==> src/rtl/arb_pkg.sv <==
package arb_pkg;
  localparam int NREQ = 4;
  localparam int IW   = $clog2(NREQ);

  typedef enum logic [1:0] {
    ARB_FIXED    = 2'd0,
    ARB_ROTATE   = 2'd1,
    ARB_HYBRID   = 2'd2,
    ARB_PINGPONG = 2'd3
  } arb_mode_e;

  function automatic logic [IW-1:0] oh2idx(logic [NREQ-1:0] v);
    logic [IW-1:0] idx;
    idx = '0;
    for (int i = 0; i < NREQ; i++)
      if (v[i]) idx = IW'(i);
    return idx;
  endfunction

  function automatic logic [NREQ-1:0] first_low(logic [NREQ-1:0] e);
    logic [NREQ-1:0] r;
    r = '0;
    for (int i = NREQ-1; i >= 0; i--)
      if (e[i]) r = NREQ'(1) << i;
    return r;
  endfunction

  function automatic logic [NREQ-1:0] rot_all(logic [NREQ-1:0] e, logic [IW-1:0] last);
    logic [NREQ-1:0] r;
    logic found;
    r = '0;
    found = 1'b0;
    for (int k = 0; k < NREQ; k++) begin
      int j;
      j = (int'(last) + 1 + k) % NREQ;
      if (e[j] && !found) begin
        r = NREQ'(1) << j;
        found = 1'b1;
      end
    end
    return r;
  endfunction

  function automatic logic [NREQ-1:0] rot_ext(logic [NREQ-1:0] e, logic [IW-1:0] last_ext);
    logic [NREQ-1:0] r;
    logic found;
    r = '0;
    found = 1'b0;
    for (int k = 0; k < NREQ-1; k++) begin
      int j;
      j = ((int'(last_ext) + k) % (NREQ-1)) + 1;
      if (e[j] && !found) begin
        r = NREQ'(1) << j;
        found = 1'b1;
      end
    end
    return r;
  endfunction
endpackage

==> src/rtl/arb_pick.sv <==
module arb_pick
  import arb_pkg::*;
(
  input  logic [1:0]      mode,
  input  logic [NREQ-1:0] elig,
  input  logic [IW-1:0]   last,
  input  logic [IW-1:0]   last_ext,
  output logic [NREQ-1:0] pick
);
  logic            host_e;
  logic            ext_e;
  logic [NREQ-1:0] host_oh;
  logic [NREQ-1:0] ext_pick;

  assign host_e   = elig[0];
  assign ext_e    = |elig[NREQ-1:1];
  assign host_oh  = NREQ'(1);
  assign ext_pick = rot_ext(elig, last_ext);

  always_comb begin
    pick = '0;
    case (arb_mode_e'(mode))
      ARB_FIXED:  pick = first_low(elig);
      ARB_ROTATE: pick = rot_all(elig, last);
      ARB_HYBRID: pick = host_e ? host_oh : ext_pick;
      default: begin
        if (host_e && ext_e)
          pick = (last == '0) ? ext_pick : host_oh;
        else if (host_e)
          pick = host_oh;
        else
          pick = ext_pick;
      end
    endcase
  end
endmodule

==> src/rtl/arb_retry_mask.sv <==
module arb_retry_mask
  import arb_pkg::*;
#(
  parameter int TW = 4
) (
  input  logic            clk,
  input  logic            rst_n,
  input  logic [NREQ-1:0] load,
  input  logic [TW-1:0]   lim,
  output logic [NREQ-1:0] masked
);
  for (genvar i = 0; i < NREQ; i++) begin : g_cnt
    logic [TW-1:0] cnt;
    always_ff @(posedge clk or negedge rst_n) begin
      if (!rst_n)
        cnt <= '0;
      else if (load[i])
        cnt <= lim;
      else if (cnt != '0)
        cnt <= cnt - TW'(1);
    end
    assign masked[i] = (cnt != '0);
  end
endmodule

==> src/rtl/bus_arbiter4.sv <==
module bus_arbiter4
  import arb_pkg::*;
#(
  parameter int TW = 4
) (
  input  logic            clk,
  input  logic            rst_n,
  input  logic [NREQ-1:0] req,
  input  logic            bus_idle,
  input  logic            retry,
  input  logic            lock,
  input  logic [1:0]      mode,
  input  logic [TW-1:0]   dead_lim,
  input  logic [TW-1:0]   retry_lim,
  output logic [NREQ-1:0] gnt,
  output logic            dead
);
  logic [NREQ-1:0] masked;
  logic [NREQ-1:0] dead_vec;
  logic [NREQ-1:0] elig;
  logic [NREQ-1:0] pick;
  logic [IW-1:0]   last;
  logic [IW-1:0]   last_ext;
  logic [IW-1:0]   pick_idx;
  logic [TW-1:0]   dcnt;
  logic [TW:0]     dnext;
  logic            idle_q;
  logic            have_owner;
  logic            owner_req;
  logic            tx_done;
  logic            retry_hit;
  logic            timeout;
  logic            rearb;

  assign have_owner = |gnt;
  assign owner_req  = |(gnt & req);
  assign tx_done    = bus_idle & ~idle_q;
  assign dnext      = {1'b0, dcnt} + {{TW{1'b0}}, 1'b1};
  assign retry_hit  = have_owner & retry & ~lock;
  assign timeout    = have_owner & bus_idle & ~lock & (dead_lim != '0) &
                      (dnext >= {1'b0, dead_lim});
  assign rearb      = ~lock & ~retry_hit & ~timeout & bus_idle &
                      (~have_owner | ~owner_req | tx_done);
  assign elig       = req & ~masked & ~dead_vec;
  assign pick_idx   = oh2idx(pick);

  arb_pick u_pick (
    .mode     (mode),
    .elig     (elig),
    .last     (last),
    .last_ext (last_ext),
    .pick     (pick)
  );

  arb_retry_mask #(.TW(TW)) u_mask (
    .clk    (clk),
    .rst_n  (rst_n),
    .load   (gnt & {NREQ{retry_hit}}),
    .lim    (retry_lim),
    .masked (masked)
  );

  always_ff @(posedge clk or negedge rst_n) begin
    if (!rst_n) begin
      gnt      <= '0;
      dead     <= 1'b0;
      last     <= IW'(NREQ-1);
      last_ext <= IW'(NREQ-1);
      idle_q   <= 1'b1;
      dcnt     <= '0;
    end else begin
      idle_q <= bus_idle;
      dead   <= timeout;
      if (retry_hit || timeout)
        gnt <= '0;
      else if (rearb)
        gnt <= pick;
      if (rearb && (pick != '0)) begin
        last <= pick_idx;
        if (pick_idx != '0) last_ext <= pick_idx;
      end
      if (!bus_idle || retry_hit || timeout || rearb)
        dcnt <= '0;
      else if (have_owner && (dead_lim != '0) && !lock)
        dcnt <= dnext[TW-1:0];
    end
  end

  for (genvar i = 0; i < NREQ; i++) begin : g_dead
    always_ff @(posedge clk or negedge rst_n) begin
      if (!rst_n)
        dead_vec[i] <= 1'b0;
      else if (timeout && gnt[i])
        dead_vec[i] <= 1'b1;
      else if (!req[i])
        dead_vec[i] <= 1'b0;
    end
  end
endmodule

==> config.mk <==
export PLATFORM = sky130hd
export DESIGN_NAME = bus_arbiter4
export DESIGN_NICKNAME = d
export VERILOG_FILES = /design/src/rtl/arb_pkg.sv /design/src/rtl/arb_pick.sv /design/src/rtl/arb_retry_mask.sv /design/src/rtl/bus_arbiter4.sv
export SDC_FILE = /design/constraint.sdc
export NUM_CORES = 1
export LEC_CHECK = 0
export BUFFER_PORTS_ARGS = -buffer_cell sky130_fd_sc_hd__buf_4
export CAP_MARGIN = 15
export CORE_UTILIZATION = 40
export CTS_CLUSTER_DIAMETER = 120
export DETAILED_ROUTE_END_ITERATION = 7
export GPL_TIMING_DRIVEN = 0
export REMOVE_ABC_BUFFERS = 1
export SYNTH_ARGS = -nofsm -noshare
export SYNTH_HDL_FRONTEND = slang
export SYNTH_SLANG_ARGS = --single-unit
==> constraint.sdc <==
create_clock -name clk -period 5.31 [get_ports clk]
set_input_delay 0.7965 -clock clk [delete_from_list [all_inputs] [get_ports clk]]
set_output_delay 0.7965 -clock clk [all_outputs]
set_load 0.01 [all_outputs]
# == Yosys cells after proc, flatten, opt, wreduce, memory -nomap -nowiden ==
# Cells that the tools add are included.
# Widths: inputs -> output; s select.
# totals
ff_bits,34
latch_bits,0
ram_bits,0
romBits,0
inputBits,19
output_inout_bits,5
wordCells,195
memories,0
# op_classes
add_sub_neg,14
n_mul,0
div_mod_pow,3
magnitude_cmp,8
eq_ne,6
shifts,7
mux,67
n_bitwise,29
n_reduce_logical,47
# ops
operator,n
$shl 1x32->4 const A,7
$add 32x2->32 const B,4
$mux 4,26
$lt 32x4->1 const B,3
$add 32x3->32 const B,2
$mod 32x3->32 const B,2
$mod 3x3->32 const B,1
$mux 1,31
$reduce_bool 4->1,6
$and 4x4->4,4
$lt 3x4->1 const B,4
$sub 4x1->4 const B,4
$and 1x1->1,14
$bmux 1 s2,7
$reduce_bool 2->1,7
$logic_and 1x1->1,13
$pmux 4 s3,1
$ne 2x1->1 const B,4
$not 4->4,2
$reduce_or 2->1,4
$reduce_or 4->1,2
$logic_not 1->1,7
$add 2x1->3 const B,2
$not 1->1,6
12 further kinds,18

# == Logic depth before layout (Yosys ltp) ==
# Gate-level depths: netlist of run 1.
# logic_depth
ltp_word,26
depth_mapped,13
mapped_depth_nobuf,11

# == Cells and area by module ==
# A second synthesis of run 1 with hierarchy kept.
# hier_totals
hier_cells,306
hier_area_um2,2969.1
# modules_own_cells
mod,n_inst,cells_per_inst,area_per_inst_um2,seq_area_each_um2
bus_arbiter4,1,94,997.2,456.7
arb_retry_mask,1,92,991.0,400.4
arb_pick,1,120,980.9,0.0

# == Worst setup path before layout of run 1 ==
# No wires, ideal clock.
# synth_timing
path_kind,reg2reg
start,register last[0]
end,register last[0]
setup_ns,0.082
arrival_time_ns,3.133
required_ns,5.228
path_slack_ns,2.095
stages_incl_launch_ff,12
path_buffers,2
period_less_slack_ns,3.215
cell_sequence,dfstp_2 clkbuf_1 clkinv_1 ha_1 clkbuf_1 mux4_2 nand4_4 nor2_2 a211o_1 nand3b_4 o21ai_1 a21oi_1
# synth_between
elab_chain_len,21
word_cells_on_any_way,53
cone_classes,add/sub: 4; shift: 4; mux: 28; bitwise: 4; reduce/logical: 13
# synth_lines
element,line_no,text
from (decl),bus_arbiter4.sv:22,logic [IW-1:0] last;
from (signal assigned),bus_arbiter4.sv:67,last <= IW'(NREQ-1);
from (signal assigned),bus_arbiter4.sv:79,last <= pick_idx;
branches (longest 17 deep; another with $add 32x2->32),-,
$pmux 4 s3 *,arb_pick.sv:22,case (arb_mode_e'(mode))
$mux 1,arb_pkg.sv:16,if (v[i]) idx = IW'(i);
$mux 2 (2 in a row),arb_pkg.sv:16,
# Mark *: on every way between the ends. The select of a mux whose other input is x is not followed.
# A chain may end at the register's enable or synchronous reset.

# == Worst setup path after layout of run 1 ==
# layout_timing
start,register u_mask.g_cnt[0].cnt[0]
end,register last[0]
# layout_between
elab_chain_len,24
word_cells_on_any_way,61
cone_classes,mux: 44; bitwise: 3; reduce/logical: 14
# layout_lines
element,line_no,text
from (decl),arb_retry_mask.sv:13,logic [TW-1:0] cnt;
from (signal assigned),arb_retry_mask.sv:18,cnt <= lim;
from (signal assigned),arb_retry_mask.sv:20,cnt <= cnt - TW'(1);
$reduce_bool 4->1 *,arb_retry_mask.sv:22,assign masked[i] = (cnt != '0);
$not 4->4 *,bus_arbiter4.sv:44,assign elig = req & ~masked & ~dead_vec;
$and 4x4->4 * (2 in a row),bus_arbiter4.sv:44,
$bmux 1 s2,arb_pkg.sv:36,if (e[j] && !found) begin
$mux 1 (implied by the code) (2 in a row),arb_pkg.sv:36,
$mux 1,arb_pkg.sv:36,
$mux 1,arb_pick.sv:22,
$logic_not 1->1,arb_pkg.sv:36,
[... 5 more ...],-,
$mux 1,arb_pkg.sv:36,
$mux 1,arb_pick.sv:22,
$logic_not 1->1,arb_pkg.sv:36,
$logic_and 1x1->1,arb_pkg.sv:36,
$mux 4,arb_pkg.sv:36,
$pmux 4 s3 *,arb_pick.sv:22,
$mux 1,arb_pkg.sv:16,
$mux 2 (2 in a row),arb_pkg.sv:16,
# Every way passes the cells marked *; elsewhere a longest branch is shown, timed or not. The select of a mux whose other input is x is not followed.

==> metrics.sh, run 1 <==
GRT_START_MAX_NET_PINS=35
P_LEAK_nW=1.413
TIMING.RR.END='last[0]'
CTS_MAX_PATH_BUFFERS=2
TIGHTEST_SLEW_NS=0.9405
POSTSYNTHREGISTERBITS=34
MULTIINPUTGATEAREA_UM2=1894
CLOCK_TREE_FROM_TRITONCTS='built'
YOSYS-TOP-CELLS-COUNT='sky130_fd_sc_hd__dfrtp_1 (29), sky130_fd_sc_hd__nor2_1 (28), sky130_fd_sc_hd__a21oi_1 (25), sky130_fd_sc_hd__ha_1 (25), sky130_fd_sc_hd__nand2_1 (23)'
ANTENNA_CELLS=0
SYNTH_LARGEST_TYPE_AREA_FRACTION_PCT=25.34
FIRST_ITER_VIOLATIONS=174
DOMINANTREGCELLSYNTH='sky130_fd_sc_hd__dfrtp_1'
RR_WORST_DEPTH=11
SLEW_VIOLATIONS=0
FINAL-SEQ-AREA_UM2=857.1
GRT_USAGE_PCT=18.98
DRT.ANTENNA.VIOLATING_NETS=0
GRT_ANTENNA_BEFORE_REPAIR=0
MAX_CAP_VIOL_COUNT=0
HEADROOM_TO_THE_MAX_SLEW_LIMIT_PCT=37.16
WORSTPATHMAXFANOUT=8
REPORT.FINAL.HOLD_VIOL_COUNT=0
TIMING.CRITICAL_PATH.ARRIVAL_NS=3.75
NUMBER_OF_HOLD_BUFFERS_ADDED_AFTER_CTS=0
SYNTH_AREA_UM2=2864
AVERAGE_SIZE_OF_A_MAPPED_CELL_UM2=9.035
NUM-FILL-CELLS=663
FIRST_GLOBAL_VIAS=2368
SYNTH_ASYNC_SR_FLOP_SHARE_PCT=100.0
CP.REQUIRED_NS=5.53
RR_STARTPOINT='u_mask.g_cnt[0].cnt[0]'
SYNTH_MOST_COMMON_CELL='sky130_fd_sc_hd__dfrtp_1'
TNS_NS=0
POSTROUTEWIRELENGTH_UM=6638
PLACED_CELL_AREA_UM2=3117
POST_SYNTHESIS_CELL_TYPE_WITH_THE_LARGEST_COMBINED_AREA='sky130_fd_sc_hd__dfrtp_1'
HPWL_UM=5097
WL_PER_CELL_UM=15.19
YS_TYPES=62
DETAIL_ROUTE.DRC_VIOLATIONS=0
POWERDENSITY_nW_PER_UM2=524.3
COUNT_OF_FLIP_FLOPS_WITH_A_BUILT_IN_ENABLE_AFTER_SYNTHESIS=0
HOLD_PATH_CLASS='input port to async pin'
FLOORPLAN.DIE_AREA_UM2=7502
FIRSTDRTPASSITERS=5
NUMBER_OF_CLOCK_BUFFERS_INSERTED_BY_TRITONCTS=5
POST_CTS_RESIZED=0
TIMING.CLOCK.SKEW_NS=0.006676
OUTCOME='finished clean'
NUMBER_OF_PLACEMENT_ROWS=30
POSTSYNTHCELLCOUNT=317
MIN_PERIOD_OVER_PERIOD_PCT=66.51
FINAL.SETUP.WORST_SLACK_NS=1.778
DESIGN.FINAL.NETS=384
PORT_BUFFERS=23
AVGVIACOUNTPERCELL=5.686
DRIVE_ABOVE_1_SHARE_PCT=15.84
POST-CTS-SETUP-BUFFERS=0
DETAILEDPLACE.WORSTSLACK_NS=1.863
WORSTSETUPPATHTYPE='flop to flop'
CTS.CLK_SLEW.WORST_PATHS_NS=0.08
CLOCK_INSERTION_DELAY_WORST_SKEW_NS=0.29
CRIT_PATH_END_KIND='flop'
DIE_WIDTH_UM=86.62
INITIAL_CORE_UTIL_PCT=41.69
DIEHEIGHT_UM=86.62
COUNT_OF_CLOCK_TREE_SINKS=34
MIN_PERIOD_NS=3.532
NUM_VIAS=2485
FINALWEIGHTEDCONGESTION=0.8330
GRT-OVFL-TOTAL=0
FINAL_AREA_UM2=3254
VDD_DROP_MAX_uV=271.5
RSZ0062_AT_GRT='false'
SYN_TO_FINAL_GROWTH_PCT=13.63
SEQUENTIAL_CELL_AREA_FRACTION_IN_THE_YOSYS_REPORT_PCT=29.93
GRT_PASS1_WL_UM=11200
SYNTH_WARNINGS=0
CLK_ROOT_BUFFER_CELL='sky130_fd_sc_hd__clkbuf_8'
MAX_FREQ_MHz=283.2
MOST_AREA_CONSUMING_CELLS_AFTER_SYNTHESIS='sky130_fd_sc_hd__dfrtp_1 (25%), sky130_fd_sc_hd__ha_1 (11%), sky130_fd_sc_hd__dfstp_2 (4.6%)'
TIMING.HOLD.WS_NS=0.4414
SETUP.REG_TO_REG.WORST_SLACK_NS=1.78
TOP_LEVEL_PORTS=24
CRIT_PATH_LAUNCH_TYPE='flop'
CORE_UM2=6869
HTREE_DEPTH=2
SETUP_VIOL=0
-- state kept, by name, summed over array words and instances (netlist names) --
register          flops
dead                  1
u_mask.g_cnt.cnt     16
last_ext              2
dead_vec              4
gnt                   4
dcnt                  4
idle_q                1
last                  2
-- how the worst max path moves through the flow --
stage | start | end | slack (ns)
detailed placement | u_mask.g_cnt[1].cnt[0] | last[0] | 1.86
finish | u_mask.g_cnt[0].cnt[0] | last[0] | 1.78
global placement | u_mask.g_cnt[2].cnt[0] | last[0] | 1.43
CTS | u_mask.g_cnt[0].cnt[0] | last[0] | 1.83
global route | u_mask.g_cnt[0].cnt[0] | last[0] | 1.53
floorplan | u_mask.g_cnt[2].cnt[0] | last[0] | 2.26
-- per-stage QoR --
step	instances	util [%]	power, mW
floorplan	309	-	1.195
global placement	428	45.30	1.406
detailed placement	429	45.37	1.424
CTS	437	47.38	1.717
global route	437	47.38	1.850
finish	437	47.38	1.706
-- worst max-delay path, cell delays in order, from the launching register on --
cell,delay [ns]
sky130_fd_sc_hd__dfrtp_1,0.38
sky130_fd_sc_hd__inv_1,0.11
sky130_fd_sc_hd__ha_1,0.19
sky130_fd_sc_hd__nor3b_1,0.77
sky130_fd_sc_hd__nand2_1,0.29
sky130_fd_sc_hd__mux4_2,0.64
sky130_fd_sc_hd__clkinv_1,0.10
sky130_fd_sc_hd__a221oi_1,0.08
sky130_fd_sc_hd__a311oi_1,0.39
sky130_fd_sc_hd__o21ai_0,0.23
sky130_fd_sc_hd__o21ai_1,0.19
sky130_fd_sc_hd__a21oi_1,0.08
-- power breakdown --
part	internal, mW	total (mW)	switching, mW	leakage [nW]
registers	0.371	0.471	0.101	0.423
clock network	0.188	0.289	0.101	0.0683
logic	0.428	0.946	0.519	0.922
-- cells by family (layout without fill, tap and decap cells) --
family,after synthesis,count (layout),synth area share [%]
AND/OR/NAND/NOR,121,121,23.37
AO/OA/AOI/OAI,82,82,19.57
flip-flops,34,34,29.93
buffers and inverters,26,50,3.932
adder cells (fa/ha/maj),25,25,10.92
XOR/XNOR,16,16,4.893
multiplexers,13,13,7.383
-- placed cells by master (no fill, tap or decap), types with 6 or more instances in the layout --
cell / n
sky130_fd_sc_hd__dfrtp_1: 29
sky130_fd_sc_hd__nor2_1: 28
sky130_fd_sc_hd__a21oi_1: 25
sky130_fd_sc_hd__ha_1: 25
sky130_fd_sc_hd__nand2_1: 23
sky130_fd_sc_hd__buf_4: 23
sky130_fd_sc_hd__inv_1: 16
sky130_fd_sc_hd__o21ai_0: 14
sky130_fd_sc_hd__nand3_1: 9
sky130_fd_sc_hd__xnor2_1: 9
sky130_fd_sc_hd__nor3_1: 9
sky130_fd_sc_hd__xor2_1: 7
sky130_fd_sc_hd__nand2b_1: 7
sky130_fd_sc_hd__nor2b_1: 7
sky130_fd_sc_hd__or3_1: 7
sky130_fd_sc_hd__nor3b_1: 6
-- final cells by class --
cell class	count	share of cell area [%]
timing repair buffer	24	5.459
clock inverter	3	2.115
inverter	18	2.076
sequential	34	26.34
multi-input combinational	257	58.21
clock buffer	5	2.115
tap	96	3.691
-- routing by layer --
metal	track usage (%)	up-vias	wire length (µm)
met5	0	-	0
met4	6.667	0	106
met3	2.476	13	203
met2	31.24	67	3119
met1	25.69	1194	3209
li1	-	1211	-
(Power assumes the default switching activity.)
==> run 2: changes to the inputs <==
- ABC_AREA: default -> 1
- clock period: 5.31 -> 3.55 ns (I/O delays scaled with it)
==> run 2 against run 1 <==
Clock power up 23%. Largest cell class unchanged. Largest power group unchanged. First-iteration DRC count down 48%. Sequential power up 49%. Critical path depth up 3.
==> metrics.sh, run 2 <==
OUTCOME='finished clean'
POWERDENSITY_nW_PER_UM2=853.0  # +63%
REGISTER_WITH_THE_HIGHEST_FLOP_COUNT='u_mask.g_cnt.cnt'
CRIT_PATH_END_KIND='flop'
MIN_PERIOD_OVER_PERIOD_PCT=75.89  # +9.4 points
YS_TYPES=37  # -40%
POSTROUTEWIRELENGTH_UM=6943  # +4.6%
VDD_DROP_MAX_uV=446.6  # +64%
CTS.CLK_SLEW.WORST_PATHS_NS=0.08  # about the same
HPWL_UM=5529  # +8.5%
SYNTH_ASYNC_SR_FLOP_SHARE_PCT=100.0  # unchanged
MAX_CAP_VIOL_COUNT=0  # unchanged
TOTAL_POWER_DRAW_mW=2.960  # +73%
FIRST_GLOBAL_VIAS=2571  # +8.6%
SEQUENTIAL_CELL_AREA_FRACTION_IN_THE_YOSYS_REPORT_PCT=27.90  # -2.0 points
DIEHEIGHT_UM=89.63  # +3.5%
WORSTSETUPPATHTYPE='flop to flop'
CLK_ROOT_BUFFER_CELL='sky130_fd_sc_hd__clkbuf_8'
SYNTH_WARNINGS=0  # unchanged
SYNTH_MOST_COMMON_CELL='sky130_fd_sc_hd__nand2_1'
SYN_TO_FINAL_GROWTH_PCT=12.95
POSTSYNTHREGISTERBITS=34  # unchanged
SETUP_VIOL=0  # unchanged
AVGVIACOUNTPERCELL=5.073  # -11%
COUNT_OF_CLOCK_TREE_SINKS=34  # unchanged
SLEW_VIOLATIONS=0  # unchanged
LEADING_CELL_TYPES_IN_THE_LAYOUT_FILL_AND_TAPS_EXCLUDED='sky130_fd_sc_hd__nand2_1 (96), sky130_fd_sc_hd__inv_1 (47), sky130_fd_sc_hd__nand3_1 (42), sky130_fd_sc_hd__nor2_1 (32), sky130_fd_sc_hd__dfrtp_1 (29)'
P_LEAK_nW=1.749  # +24%
POST_SYNTHESIS_CELL_TYPE_WITH_THE_LARGEST_COMBINED_AREA='sky130_fd_sc_hd__dfrtp_1'
DRT.ANTENNA.VIOLATING_NETS=0  # unchanged
LARGEST_REGISTER_FFS=16  # unchanged
COUNT_OF_FLIP_FLOPS_WITH_A_BUILT_IN_ENABLE_AFTER_SYNTHESIS=0  # unchanged
AVERAGE_SIZE_OF_A_MAPPED_CELL_UM2=7.349  # -19%
NUMBER_OF_CLOCK_BUFFERS_INSERTED_BY_TRITONCTS=5  # unchanged
SYNTH_AREA_UM2=3072  # +7.3%
GRT-OVFL-TOTAL=0  # unchanged
SYNTH_LARGEST_TYPE_AREA_FRACTION_PCT=23.63  # -1.7 points
FIRSTDRTPASSITERS=4  # -1
WORSTPATHMAXFANOUT=12  # +4
RSZ0062_AT_GRT='false'
TIMING.CLOCK.SKEW_NS=0.006705  # +0.00002865 ns
CLOCK_TREE_FROM_TRITONCTS='built'
TNS_NS=0  # unchanged
NUMBER_OF_PLACEMENT_ROWS=31  # +3.3%
TOP_LEVEL_PORTS=24  # unchanged
WL_PER_CELL_UM=12.69  # -16%
YOSYS-TOP-CELLS-COUNT='sky130_fd_sc_hd__nand2_1 (96), sky130_fd_sc_hd__inv_1 (47), sky130_fd_sc_hd__nand3_1 (42), sky130_fd_sc_hd__nor2_1 (32), sky130_fd_sc_hd__dfrtp_1 (29)'
POSTSYNTHCELLCOUNT=418  # +32%
NUM_VIAS=2775  # +12%
POST_CTS_RESIZED=0  # unchanged
CLOCK_INSERTION_DELAY_WORST_SKEW_NS=0.29  # about the same
CTS_MAX_PATH_BUFFERS=2  # unchanged
HEADROOM_TO_THE_MAX_SLEW_LIMIT_PCT=69.71  # +33 points
FIRST_ITER_VIOLATIONS=91  # -48%
DIE_WIDTH_UM=89.63  # +3.5%
ANTENNA_CELLS=0  # unchanged
TIMING.CRITICAL_PATH.ARRIVAL_NS=2.86  # -0.89 ns
HTREE_DEPTH=2  # unchanged
HOLD_PATH_CLASS='input port to async pin'
NUM-FILL-CELLS=765  # +15%
MOST_AREA_CONSUMING_CELLS_AFTER_SYNTHESIS='sky130_fd_sc_hd__dfrtp_1 (24%), sky130_fd_sc_hd__nand2_1 (12%), sky130_fd_sc_hd__ha_1 (10%)'
FINAL_CORE_UTILIZATION_PCT=47.33  # -0.048 points
CORE_UM2=7331  # +6.7%
CP.REQUIRED_NS=3.72  # -1.81 ns
DRIVE_ABOVE_1_SHARE_PCT=19.64  # +3.8 points
DESIGN.FINAL.NETS=491  # +28%
FLOORPLAN.DIE_AREA_UM2=8034  # +7.1%
PORT_BUFFERS=23  # unchanged
FINALWEIGHTEDCONGESTION=0.8301  # -0.35%
DETAIL_ROUTE.DRC_VIOLATIONS=0  # unchanged
INITIAL_CORE_UTIL_PCT=41.90  # +0.21 points
DOMINANTREGCELLSYNTH='sky130_fd_sc_hd__dfrtp_1'
NUMBER_OF_HOLD_BUFFERS_ADDED_AFTER_CTS=0  # unchanged
MAX_FREQ_MHz=371.2  # +31%
LAYOUT.CELLS.MOST_COMMON='sky130_fd_sc_hd__nand2_1'
TIGHTEST_SLEW_NS=0.4527  # -0.4879 ns
POST-CTS-SETUP-BUFFERS=0  # unchanged
GRT_ANTENNA_BEFORE_REPAIR=0  # unchanged
FINAL.SETUP.WORST_SLACK_NS=0.8558  # -0.9227 ns
MIN_PERIOD_NS=2.694  # -0.8373 ns
GRT_PASS1_WL_UM=11870  # +6.0%
GRT_START_MAX_NET_PINS=35  # unchanged
CRIT_PATH_LAUNCH_TYPE='flop'
REPORT.FINAL.HOLD_VIOL_COUNT=0  # unchanged
DETAILEDPLACE.WORSTSLACK_NS=0.8866  # -0.9763 ns
GRT_USAGE_PCT=19.13  # +0.15 points
==> run 2: cells by family after synthesis <==
kind of cell	synth area share [%]
and+or+nand+nor	39.27
DFF	27.90
AOI/OAI and AO/OA	9.858
buffers and inverters	7.577
adders and majority gates	10.18
muxes	0.3666
xor gates and xnor gates	4.847
==> run 2: cell type report <==
class	count	area, µm²	share of cell area [%]
Multi-Input combinational cell	323	1982	57.12
Sequential cell	34	857.1	24.70
Inverter	60	225.2	6.491
Timing Repair Buffer	23	172.7	4.977
Tap cell	99	123.9	3.570
Clock buffer	5	68.82	1.983
Clock inverter	3	40.04	1.154
==> run 2: per-stage QoR <==
step | hold WS [ns] | area [µm²] | std cells
after floorplan | 0.2369 | 3064 | 417
after global placement | 0.5007 | 3361 | 539
after detailed placement | 0.5065 | 3361 | 539
after CTS | 0.2013 | 3470 | 547
after global routing | 0.2163 | 3470 | 547
final | 0.1794 | 3470 | 547
==> run 2: critical path, stage by stage, from the launching register on <==
cell and delay (ns):
sky130_fd_sc_hd__dfstp_2 0.68, sky130_fd_sc_hd__inv_2 0.16, sky130_fd_sc_hd__ha_1 0.40, sky130_fd_sc_hd__inv_1 0.17
sky130_fd_sc_hd__nand3_2 0.11, sky130_fd_sc_hd__nand2_4 0.13, sky130_fd_sc_hd__nand2_2 0.07, sky130_fd_sc_hd__nor2_1 0.20
sky130_fd_sc_hd__a21oi_1 0.09, sky130_fd_sc_hd__nand2_1 0.07, sky130_fd_sc_hd__nand2_1 0.07, sky130_fd_sc_hd__nand2_1 0.06
sky130_fd_sc_hd__nand2_1 0.08, sky130_fd_sc_hd__nand2_1 0.15, sky130_fd_sc_hd__o21ai_0 0.12
==> run 2: metal layers <==
metal / global-route usage (%) / wire length (µm)
met1: 25.33 / 3387
met2: 32.58 / 3274
met3: 2.651 / 229
met4: 5.483 / 51
met5: 0 / 0
==> run 2: worst paths after layout <==
path / slack, ns / startpoint / to / depth (start not counted)
min in group clk: 0.37 / bus_idle / idle_q / 1
max: 0.86 / last[0] / gnt[1] / 14
max in group asynchronous: 3.03 / rst_n / last_ext[1] / 1
min: 0.18 / rst_n / u_mask.g_cnt[2].cnt[0] / 1
min reg2reg: 0.51 / last_ext[1] / last_ext[1] / 2
max reg2reg: 0.86 / last[0] / gnt[1] / 14
==> run 2: report_power, final <==
group          total [mW]  switching [mW]  internal, mW  leakage [nW]
clock network       0.356           0.149         0.207        0.0579
logic                1.90            1.18         0.717          1.27
registers           0.704           0.153         0.551         0.422
